--- src/rtl/hexdbg_pkg.sv ---
package hexdbg_pkg;

   localparam logic [7:0] ASC_CR = 8'h0D;
   localparam logic [7:0] ASC_LF = 8'h0A;

   typedef enum logic [1:0] {
      CH_HEX,
      CH_CR,
      CH_LF,
      CH_DONE
   } char_kind_e;

   function automatic logic [7:0] nib_to_ascii(input logic [3:0] nib);
      logic [7:0] wide;
      wide = {4'h0, nib};
      if (nib < 4'd10) return 8'h30 + wide;
      else             return 8'h37 + wide;
   endfunction

endpackage

--- src/rtl/hexdbg_baud.sv ---
module hexdbg_baud #(
   parameter int DIV = 434
) (
   input  logic clk,
   input  logic rst_n,
   input  logic run,
   output logic tick
);
   localparam int CW = (DIV > 2) ? $clog2(DIV) : 1;
   localparam logic [CW-1:0] LAST = CW'(DIV - 1);

   if (DIV < 2) begin : g_bad_div
      $error("hexdbg_baud: DIV must be at least 2");
   end

   logic [CW-1:0] cnt;

   always_ff @(posedge clk) begin
      if (!rst_n)                    cnt <= '0;
      else if (!run || cnt == LAST)  cnt <= '0;
      else                           cnt <= cnt + 1'b1;
   end

   assign tick = run && (cnt == LAST);
endmodule

--- src/rtl/hexdbg_ser.sv ---
module hexdbg_ser #(
   parameter int DATA_BITS = 8
) (
   input  logic                 clk,
   input  logic                 rst_n,
   input  logic                 load,
   input  logic [DATA_BITS-1:0] byte_in,
   input  logic                 tick,
   output logic                 active,
   output logic                 txd
);
   localparam int FRAME_W = DATA_BITS + 2;
   localparam int BW      = $clog2(FRAME_W);
   localparam logic [BW-1:0] LAST_BIT = BW'(FRAME_W - 1);

   if (DATA_BITS < 5) begin : g_bad_bits
      $error("hexdbg_ser: DATA_BITS must be at least 5");
   end

   logic [FRAME_W-1:0] sr;
   logic [BW-1:0]      bitno;

   always_ff @(posedge clk) begin
      if (!rst_n) begin
         active <= 1'b0;
         sr     <= '1;
         bitno  <= '0;
      end else if (load && !active) begin
         sr     <= {1'b1, byte_in, 1'b0};
         active <= 1'b1;
         bitno  <= '0;
      end else if (active && tick) begin
         if (bitno == LAST_BIT) active <= 1'b0;
         sr    <= {1'b1, sr[FRAME_W-1:1]};
         bitno <= bitno + 1'b1;
      end
   end

   assign txd = active ? sr[0] : 1'b1;
endmodule

--- src/rtl/hexdbg_seq.sv ---
module hexdbg_seq
   import hexdbg_pkg::*;
#(
   parameter int NUM_HEX = 8
) (
   input  logic                   clk,
   input  logic                   rst_n,
   input  logic                   wr_stb,
   input  logic [4*NUM_HEX-1:0]   wr_data,
   input  logic                   ser_ready,
   output logic                   load,
   output logic [7:0]             char_out,
   output logic                   busy
);
   localparam int DATA_W = 4 * NUM_HEX;
   localparam int TOTAL  = NUM_HEX + 2;
   localparam int IW     = $clog2(TOTAL + 1);
   localparam logic [IW-1:0] IDX_CR = IW'(NUM_HEX);
   localparam logic [IW-1:0] IDX_LF = IW'(NUM_HEX + 1);

   logic [DATA_W-1:0] hold;
   logic [IW-1:0]     idx;
   char_kind_e        kind;

   always_comb begin
      if (idx < IDX_CR)       kind = CH_HEX;
      else if (idx == IDX_CR) kind = CH_CR;
      else if (idx == IDX_LF) kind = CH_LF;
      else                    kind = CH_DONE;
   end

   always_comb begin
      unique case (kind)
         CH_HEX:  char_out = nib_to_ascii(hold[DATA_W-1 -: 4]);
         CH_CR:   char_out = ASC_CR;
         CH_LF:   char_out = ASC_LF;
         default: char_out = 8'h00;
      endcase
   end

   assign load = busy && ser_ready && (kind != CH_DONE);

   always_ff @(posedge clk) begin
      if (!rst_n) begin
         busy <= 1'b0;
         hold <= '0;
         idx  <= '0;
      end else if (!busy) begin
         if (wr_stb) begin
            busy <= 1'b1;
            hold <= wr_data;
            idx  <= '0;
         end
      end else if (load) begin
         idx <= idx + 1'b1;
         if (kind == CH_HEX) hold <= hold << 4;
      end else if (kind == CH_DONE && ser_ready) begin
         busy <= 1'b0;
      end
   end
endmodule

--- src/rtl/hexdbg_uart_tx.sv ---
module hexdbg_uart_tx #(
   parameter int CLK_HZ  = 50_000_000,
   parameter int BAUD    = 115_200,
   parameter int NUM_HEX = 8
) (
   input  logic                 clk,
   input  logic                 rst_n,
   input  logic                 wr_stb,
   input  logic [4*NUM_HEX-1:0] wr_data,
   output logic                 busy,
   output logic                 txd
);
   localparam int BAUD_DIV = (CLK_HZ + BAUD / 2) / BAUD;

   if (NUM_HEX < 1) begin : g_bad_hex
      $error("hexdbg_uart_tx: NUM_HEX must be at least 1");
   end
   if (BAUD < 1 || BAUD_DIV < 2) begin : g_bad_rate
      $error("hexdbg_uart_tx: CLK_HZ must be at least twice BAUD");
   end

   logic       ser_active;
   logic       baud_tick;
   logic       ser_load;
   logic [7:0] next_char;

   hexdbg_seq #(.NUM_HEX(NUM_HEX)) u_seq (
      .clk       (clk),
      .rst_n     (rst_n),
      .wr_stb    (wr_stb),
      .wr_data   (wr_data),
      .ser_ready (!ser_active),
      .load      (ser_load),
      .char_out  (next_char),
      .busy      (busy)
   );

   hexdbg_baud #(.DIV(BAUD_DIV)) u_baud (
      .clk   (clk),
      .rst_n (rst_n),
      .run   (ser_active),
      .tick  (baud_tick)
   );

   hexdbg_ser #(.DATA_BITS(8)) u_ser (
      .clk     (clk),
      .rst_n   (rst_n),
      .load    (ser_load),
      .byte_in (next_char),
      .tick    (baud_tick),
      .active  (ser_active),
      .txd     (txd)
   );
endmodule

--- config.mk ---
export PLATFORM = sky130hd
export DESIGN_NAME = hexdbg_uart_tx
export DESIGN_NICKNAME = d
export VERILOG_FILES = /design/src/rtl/hexdbg_pkg.sv /design/src/rtl/hexdbg_baud.sv /design/src/rtl/hexdbg_ser.sv /design/src/rtl/hexdbg_seq.sv /design/src/rtl/hexdbg_uart_tx.sv
export SDC_FILE = /design/constraint.sdc
export NUM_CORES = 1
export LEC_CHECK = 0
export ABC_AREA = 1
export BUFFER_PORTS_ARGS = -buffer_cell sky130_fd_sc_hd__buf_4
export CORE_MARGIN = 2
export CORE_UTILIZATION = 50
export DETAILED_ROUTE_END_ITERATION = 10
export PLACE_DENSITY = 0.76
export SLEW_MARGIN = 0
export SYNTH_ARGS = -nofsm -noshare
export SYNTH_HDL_FRONTEND = slang
export SYNTH_SLANG_ARGS = --single-unit
--- constraint.sdc ---
create_clock -name clk -period 2.65 [get_ports clk]
set_clock_uncertainty 0.2 [all_clocks]
set_input_delay 0.6625 -clock clk [delete_from_list [all_inputs] [get_ports clk]]
set_output_delay 0.6625 -clock clk [all_outputs]
set_load 0.02 [all_outputs]
==> results by group, run 1 <==
Placement
  – Placed cell count: 557
  – DP Worst Slack: 229.5 ps
  – Final GP Congestion: 0.9152
  – HPWL after detailed placement: 4.508 mm
  – Port Buffer Count: 36

Critical path
  – CP Cell Sequence: inv_1 > ha_1 > a21oi_1 > ha_1 > inv_1 > nand3_4 > inv_2 > nand2_2 > nand2_4 > inv_4 > nor2_1 > nor2_1
  – Worst R2R Path Depth: 12
  – Crit end category: flop
  – CP Class: flop to flop
  – Reg-to-reg setup timing slack: 260 ps
  – Buffers & Inverters on Critical Path: 4
  – Critical path's slowest cell: dfxtp_1
  – Worst setup path end: u_seq.hold[4]
  – Critical Path Fanout Max: 32
  – Data required time at the worst endpoint: 2710 ps
  – CP top delay family: buffers and inverters
  – R2R Path End: u_seq.hold[4]
  – CP max stage delay: 370 ps
  – Worst Setup SP: u_seq.idx[0]
  – Worst Setup Start Kind: flop
  – WP data arrival: 2460 ps
  – FF-to-FF Start: u_seq.idx[0]
  – Stages on worst setup path: 12

Global route
  – Global-route usage over all layers: 21.70%
  – First-pass GRT wire length: 11.27 mm
  – Vias in the first global route: 2542
  – Gr ovfl total: 0
  – Initial antenna violation count: 0
  – Largest net degree at the start of global routing: 33

STA
  – Max Slew Vio Count: 0
  – Max Clk Rate: 418.0 MHz
  – Relative slew slack: 73.67%
  – Worst setup margin: 257.6 ps
  – Tmin final: 2392 ps
  – Setup TNS: 0 ps
  – Final Cycle Share: 90.28%
  – Hold Vio Cnt, Final: 0
  – Endpoints failing setup: 0
  – Worst slew pin tran: 395.0 ps
  – RSZ-0062 raised after global routing: false

Finish
  – Final Non-Filler Cells: 573
  – Fill cells: 572
  – FF+latch area: 1201 µm²
  – Layout cells sized above 1: 15.06%
  – Area occupied by multi-input gates: 1608 µm²
  – Final nets: 540
  – Area Overhead vs Synth: 16.34%
  – Diodes inserted: 0
  – Most frequent cells in the layout: nand2_1 (152), nor2_1 (75), dfxtp_1 (60)
  – Post-Route Utilization: 60.19%
  – Commonest non-fill, non-tap cell in the layout: nand2_1

Power
  – Part of the power in registers: 45.6%
  – Overall power: 2268 µW
  – Gate power share: 17.3%
  – Switching pwr: 648.2 µW
  – Clock power share: 37.1%
  – Peak VDD IR: 0.4087 mV
  – Sw Share: 28.58%
  – Pwr Density: 636.6 nW/µm²
  – Lkg Pwr: 0.001756 µW
  – Cell-internal power: 1620 µW

Run status
  – Status: complete, no violations

Clock tree
  – CTS resizes: 0
  – Postcts setup bufs: 0
  – Clock buffer depth: 2
  – CTS tree: done
  – CTS root buf: clkbuf_8
  – Clk_lat worst skew: 330 ps
  – Hold bufs inserted after CTS: 0
  – Htree depth: 3
  – Clock sink count: 60
  – CTS clk-pin slew, worst paths: 70 ps
  – CTS buffer count: 9

Synthesis
  – EDFF count, synth: 0
  – Post-synth top area cell: dfxtp_1
  – Ys flop type: dfxtp_1
  – Yosys cell types: 27
  – Register area share after synthesis: 39.22%
  – Yosys top cell area share: 39.22%
  – Top post-synthesis cells by area: dfxtp_1 (39%), nand2_1 (19%), nor2_1 (9.3%), o21ai_0 (6.2%), ha_1 (4.9%)
  – Post-synthesis cell count: 460
  – Area of the mapped netlist: 3063 µm²
  – FF+latch count, synth: 60
  – Avg Cell Area, Syn: 6.659 µm²
  – Syn nets: 507
  – YS warnings: 0
  – Asr flop ratio synth: 0%

Floorplan
  – # rows: 28
  – Die Wd: 82.27 µm
  – Die Y: 82.27 µm
  – Die area: 6768 µm²
  – Starting Density: 51.73%
  – Core footprint: 5921 µm²
  – IO Count: 37

Route
  – Total Routed Length: 6.594 mm
  – Routed length per instance: 11.51 µm
  – Initial DRC count: 131
  – Post-route ant nets: 0
  – DR pass1 iterations: 4
  – Vias per cell: 4.990
  – Drt drc: 0
  – Vias: 2859

Min path
  – Worst Hold Class: flop to flop

Run
  – Max Cap Viol: 0
## power by group through the flow
stage	Clock (µW)	Sequential [µW]	Combinational [µW]
after floorplan	0	1040	298
after global placement	0	1050	383
after detailed placement	0	1050	390
after CTS	855	1030	395
after global routing	899	1040	454
final	841	1040	392
## routing by layer
| metal | share of wire (%) | GRT usage, % |
|---|---|---|
| met4 | 0.89 | 9.000 |
| met5 | 0 | 0 |
| met3 | 4.2 | 4.022 |
| met2 | 48 | 35.16 |
| met1 | 47 | 28.34 |
## per-stage QoR
step / hold WS (ps) / instance area [µm²]
after CTS: 265.3 / 3558
final: 262.7 / 3563
after global placement: 233.6 / 3356
after floorplan: 221.4 / 3063
after global routing: 282.6 / 3563
after detailed placement: 241.7 / 3356
## worst reg2reg max path, delay by kind of cell (launching register included)
kind,cells,cell delay (ps)
DFF,1,370
adders and majority gates,2,460
AOI/OAI and AO/OA,1,360
and+or+nand+nor,5,470
buffers and inverters,4,480
## logic make-up after synthesis
logic type	share of synthesized area, %
XOR/XNOR	1.430
adder cells (fa/ha/maj)	4.902
AND/OR/NAND/NOR	36.32
buffers and inverters	8.456
AO/OA/AOI/OAI	9.682
flip-flops	39.22
## layout make-up
class                      count  share of cell area (%)
timing repair buffer          42                   9.199
inverter                      34                   3.652
clock inverter                 4                   1.334
multi-input combinational    346                   45.12
tap                           75                   2.633
clock buffer                  12                   4.354
sequential                    60                   33.71
## Yosys cell counts, types with 2 or more instances
cell type,instances
a21oi_1,18
buf_2,4
buf_4,3
buf_6,5
clkbuf_1,7
dfxtp_1,60
ha_1,12
inv_1,29
inv_2,4
nand2_1,153
nand2_2,2
nand3_1,20
nand3_2,2
nor2_1,76
nor3_1,5
nor3b_1,2
o21ai_0,38
o21ai_1,2
or2_0,2
or2_2,5
xor2_1,5
## sequential cells by signal (all words and copies together) (netlist names)
| signal | flops |
|---|---|
| u_seq.hold | 32 |
| u_baud.cnt | 9 |
| u_ser.sr | 9 |
| u_seq.idx | 4 |
| u_ser.bitno | 4 |
| u_seq.busy | 1 |
| u_ser.active | 1 |
## worst min path at each step
| stage | start | end | slack (ps) | cells after the start |
|---|---|---|---|---|
| after detailed placement | u_ser.sr[0] | u_ser.sr[0] | 240 | 2 |
| final | u_ser.sr[0] | u_ser.sr[0] | 260 | 2 |
| after CTS | u_ser.sr[0] | u_ser.sr[0] | 270 | 2 |
| after global placement | u_ser.sr[0] | u_ser.sr[0] | 230 | 2 |
| after global routing | u_ser.sr[0] | u_ser.sr[0] | 280 | 2 |
| after floorplan | u_ser.sr[0] | u_ser.sr[0] | 220 | 2 |
Power figures use the tool's default switching activity.
==> run 2, diff against run 1 <==
CORE_MARGIN = 3   (was 2)
SKIP_CTS_REPAIR_TIMING = 1   (was not set)
==> results by group, run 2 (synthesized netlist as in run 1, its figures left out) <==
Global route
  – Global-route usage over all layers: 19.44%
  – Gr ovfl total: 0
  – Initial antenna violation count: 0
  – GR Layer Usage met1: 24.25%
  – GRT busiest layer: met2
  – Vias in the first global route: 2638
  – First-pass GRT wire length: 11.32 mm
  – GR Util met3: 6.281%
  – Met2 Resource Use GR: 32.21%
  – Largest net degree at the start of global routing: 47

Clock tree
  – Clock buffer depth: 2
  – CTS tree: done
  – CTS buffer count: 9
  – Clock sink count: 60
  – CTS clk-pin slew, worst paths: 70 ps
  – Htree depth: 3
  – Clk_lat worst skew: 340 ps
  – CTS root buf: clkbuf_8

Route
  – DR pass1 iterations: 4
  – Drt drc: 0
  – Vias: 2805
  – Post-route ant nets: 0
  – Total Routed Length: 6.591 mm
  – Vias per cell: 4.912
  – Initial DRC count: 97
  – Routed length per instance: 11.54 µm

Finish
  – Final nets: 541
  – Finished Cell Area: 3581 µm²
  – Largest register by flop count: u_seq.hold
  – Area Overhead vs Synth: 16.91%
  – Max reg flops: 32
  – Most frequent cells in the layout: nand2_1 (153), nor2_1 (76), dfxtp_1 (60)
  – Largest regs: u_seq.hold x32, u_baud.cnt x9, u_ser.sr x9
  – Diodes inserted: 0
  – Fill cells: 527
  – Layout cells sized above 1: 15.03%
  – Commonest non-fill, non-tap cell in the layout: nand2_1

Critical path
  – Data required time at the worst endpoint: 2660 ps
  – Crit end category: flop
  – WP data arrival: 2480 ps
  – Critical Path Fanout Max: 17
  – CP Class: flop to flop
  – Worst Setup Start Kind: flop

Floorplan
  – Die area: 7101 µm²
  – IO Count: 37
  – Starting Density: 53.65%
  – Core footprint: 5709 µm²
  – # rows: 27
  – Die Y: 84.27 µm
  – Die Wd: 84.27 µm

Power
  – Lkg Pwr: 0.001765 µW
  – Pwr Density: 654.7 nW/µm²
  – Peak VDD IR: 0.4973 mV

STA
  – Endpoints failing setup: 0
  – Hold Vio Cnt, Final: 0
  – RSZ-0062 raised after global routing: false
  – Max Clk Rate: 405.0 MHz
  – Final Cycle Share: 93.18%
  – Worst slew pin tran: 694.6 ps
  – Max Slew Vio Count: 0
  – Tmin final: 2469 ps
  – Relative slew slack: 53.63%
  – Setup TNS: 0 ps

Placement
  – Placement Cell Area: 3347 µm²
  – HPWL after detailed placement: 4.435 mm
  – Final GP Congestion: 0.8671
  – Port Buffer Count: 36

Min path
  – Worst Hold Class: flop to flop

Run status
  – Status: complete, no violations

Run
  – Max Cap Viol: 0
## run 2: changes by cell type in the layout (fill, tap and decap cells not counted), sizes merged
| cell | change |
|---|---|
| inv | +1 |
| buf | +1 |
| bufinv | +1 |
| clkbuf | -3 |
| clkinv | +1 |
## run 2: worst paths after layout
check	end	cells after the start	slack [ps]	startpoint
hold reg to reg	u_ser.sr[0]	2	260	u_ser.sr[0]
setup / recovery	u_ser.sr[6]	14	180	u_seq.idx[0]
hold / removal	u_ser.sr[0]	2	260	u_ser.sr[0]
setup reg to reg	u_ser.sr[6]	14	180	u_seq.idx[0]
## run 2: routing by layer
layer  wire length, µm  vias up
li1                  -     1503
met2              3046       57
met5                 0        -
met1              3167     1238
met4                76        0
met3               301        7
## run 2: worst max-delay path, cell delays in order (launching register included)
cell and delay (ps):
dfxtp_1 380, inv_1 90, ha_1 230, inv_1 80, nand2_1 50, o21ai_1 170
inv_1 90, ha_1 200, inv_1 100, nand3_4 80, buf_4 220, nand2_1 200
inv_2 100, nand2_1 80, nand3_1 70
## run 2: through the flow
step / hold slack [ps] / setup WS (ps) / power [µW] / util, % / std cells
global placement: 237.4 / 214.4 / 1429 / 58.62 / 555
finish: 258.4 / 180.8 / 2344 / 62.72 / 571
CTS: 257.6 / 82.83 / 2366 / 62.52 / 571
global route: 294.3 / 1.778 / 2480 / 62.72 / 571
floorplan: 221.4 / 175.3 / 1336 / - / 460
detailed placement: 242.5 / 109.4 / 1437 / 58.62 / 555
## run 2: cell type report
| type | instances | area [µm²] | share of cell area, % |
|---|---|---|---|
| multi-input combinational | 346 | 1612 | 45.00 |
| sequential | 60 | 1201 | 33.54 |
| timing repair buffer | 43 | 322.8 | 9.015 |
| inverter | 34 | 132.6 | 3.704 |
| clock buffer | 9 | 123.9 | 3.459 |
| clock inverter | 7 | 98.84 | 2.760 |
| tap | 72 | 90.09 | 2.516 |
## run 2: power breakdown
| part | leakage, µW | switching, µW | internal [µW] |
|---|---|---|---|
| combinational | 0.00116 | 236 | 153 |
| sequential | 0.000494 | 55.4 | 983 |
| clock | 0.000110 | 384 | 534 |
| total | 0.00177 | 675 | 1670 |
==> run 3, diff against run 2 <==
CORE_UTILIZATION = 47   (was 50)
PLACE_DENSITY = 0.7   (was 0.76)
TNS_END_PERCENT = 20   (was not set)
clock period = 2.7 ns   (was 2.65 ns; I/O delays follow)
==> results by group, run 3 (synthesized netlist as in run 1, its figures left out) <==
Finish
  – Max reg flops: 32
  – Fill cells: 593
  – Largest regs: u_seq.hold x32, u_baud.cnt x9, u_ser.sr x9
  – Area Overhead vs Synth: 15.48%
  – Layout cells sized above 1: 14.49%
  – Diodes inserted: 0
  – Commonest non-fill, non-tap cell in the layout: nand2_1
  – Finished Cell Area: 3537 µm²
  – Largest register by flop count: u_seq.hold
  – Final nets: 539
  – Most frequent cells in the layout: nand2_1 (153), nor2_1 (76), dfxtp_1 (60)

Power
  – Sw Share: 29.28%
  – Cell-internal power: 1521 µW
  – Gate power share: 17.7%
  – Lkg Pwr: 0.001741 µW
  – Pwr Density: 608.0 nW/µm²
  – Part of the power in registers: 47.1%
  – Peak VDD IR: 0.4168 mV
  – Clock power share: 35.2%
  – Switching pwr: 629.8 µW

Route
  – Drt drc: 0
  – Vias per cell: 4.923
  – Post-route ant nets: 0
  – Total Routed Length: 6.500 mm
  – DR pass1 iterations: 4
  – Initial DRC count: 152
  – Routed length per instance: 11.36 µm
  – Vias: 2816

Critical path
  – CP top delay family: buffers and inverters
  – CP max stage delay: 380 ps
  – Buffers & Inverters on Critical Path: 6
  – Most used cell, CP: inv_1
  – Worst setup path end: u_ser.sr[7]
  – Critical Path Fanout Max: 17
  – Reg-to-reg setup timing slack: 260 ps
  – Worst R2R Path Depth: 14
  – FF-to-FF Start: u_seq.idx[0]
  – R2R Path End: u_ser.sr[7]
  – CP Cell Sequence: inv_1 > ha_1 > inv_1 > nand2_1 > o21ai_1 > inv_1 > ha_1 > inv_1 > nand3_4 > buf_4 > nand2_1 > inv_2 > nand2_1 > nand3_1
  – Data required time at the worst endpoint: 2710 ps
  – Stages on worst setup path: 14
  – CP Class: flop to flop
  – WP data arrival: 2450 ps
  – Worst Setup SP: u_seq.idx[0]
  – Worst Setup Start Kind: flop
  – Critical path's slowest cell: dfxtp_1
  – Crit end category: flop

Global route
  – Vias in the first global route: 2600
  – Global-route usage over all layers: 18.26%
  – First-pass GRT wire length: 11.01 mm
  – Initial antenna violation count: 0
  – Gr ovfl total: 0
  – Largest net degree at the start of global routing: 47

Run
  – Max Cap Viol: 0

Floorplan
  – Starting Density: 49.96%
  – IO Count: 37
  – Die Y: 86.73 µm
  – Die Wd: 86.73 µm
  – # rows: 28
  – Core footprint: 6131 µm²
  – Die area: 7521 µm²

Clock tree
  – CTS clk-pin slew, worst paths: 70 ps
  – Clk_lat worst skew: 330 ps
  – Htree depth: 3
  – CTS root buf: clkbuf_8
  – CTS buffer count: 9
  – Clock buffer depth: 2
  – Clock sink count: 60
  – CTS tree: done

STA
  – Setup TNS: 0 ps
  – Max Clk Rate: 409.5 MHz
  – Max Slew Vio Count: 0
  – Relative slew slack: 62.93%
  – Worst setup margin: 258.3 ps
  – Worst slew pin tran: 555.2 ps
  – Final Cycle Share: 90.44%
  – Hold Vio Cnt, Final: 0
  – Worst hold margin: 266.1 ps
  – RSZ-0062 raised after global routing: false
  – Endpoints failing setup: 0
  – Tmin final: 2442 ps

Placement
  – HPWL after detailed placement: 4.330 mm
  – DP Worst Slack: 209.4 ps
  – Port Buffer Count: 36
  – Placement Cell Area: 3348 µm²
  – Final GP Congestion: 0.8324

Run status
  – Status: complete, no violations

Min path
  – Worst Hold Class: flop to flop
## run 3: worst min path at each step
stage | startpoint | endpoint | slack [ps] | cells past startpoint
2_1_floorplan | u_ser.sr[0] | u_ser.sr[0] | 220 | 2
3_3_place_gp | u_ser.sr[0] | u_ser.sr[0] | 240 | 2
3_5_place_dp | u_ser.sr[0] | u_ser.sr[0] | 250 | 2
4_1_cts | u_ser.sr[0] | u_ser.sr[0] | 270 | 2
5_1_grt | u_ser.sr[4] | u_ser.sr[4] | 290 | 2
6_report | u_ser.sr[0] | u_ser.sr[0] | 270 | 2
## run 3: per-layer routing
layer | part of all wire (%) | track usage [%] | routed length [µm]
met1 | 48 | 22.61 | 3117
met2 | 47 | 30.74 | 3026
met3 | 4.6 | 4.943 | 297
met4 | 0.92 | 5.949 | 60
met5 | 0 | 0 | 0
## run 3: through the flow
step,cells,power [µW],utilization (%)
5_1_grt,572,2276,57.69
3_3_place_gp,556,1405,54.61
6_report,572,2151,57.69
4_1_cts,572,2172,57.69
2_1_floorplan,460,1312,-
3_5_place_dp,556,1411,54.61
## run 3: power by group through the flow
stage / Combinational, µW / Sequential (µW) / Clock (µW)
6_report: 381 / 1010 / 757
5_1_grt: 442 / 1020 / 814
2_1_floorplan: 292 / 1020 / 0
4_1_cts: 384 / 1010 / 776
3_5_place_dp: 380 / 1030 / 0
3_3_place_gp: 376 / 1030 / 0
## run 3: cell type report
class	count	area (µm²)	area share (%)
Multi-Input combinational cell	346	1603	45.31
Sequential cell	60	1201	33.96
Timing Repair Buffer	41	320.3	9.056
Clock buffer	13	168.9	4.775
Inverter	34	130.1	3.679
Tap cell	75	93.84	2.653
Clock inverter	3	20.02	0.5660
## run 3: worst min-delay path, stage by stage, from the launching register on
cell and delay [ps]:
dfxtp_1 330, nand2_1 50, nand3_1 50
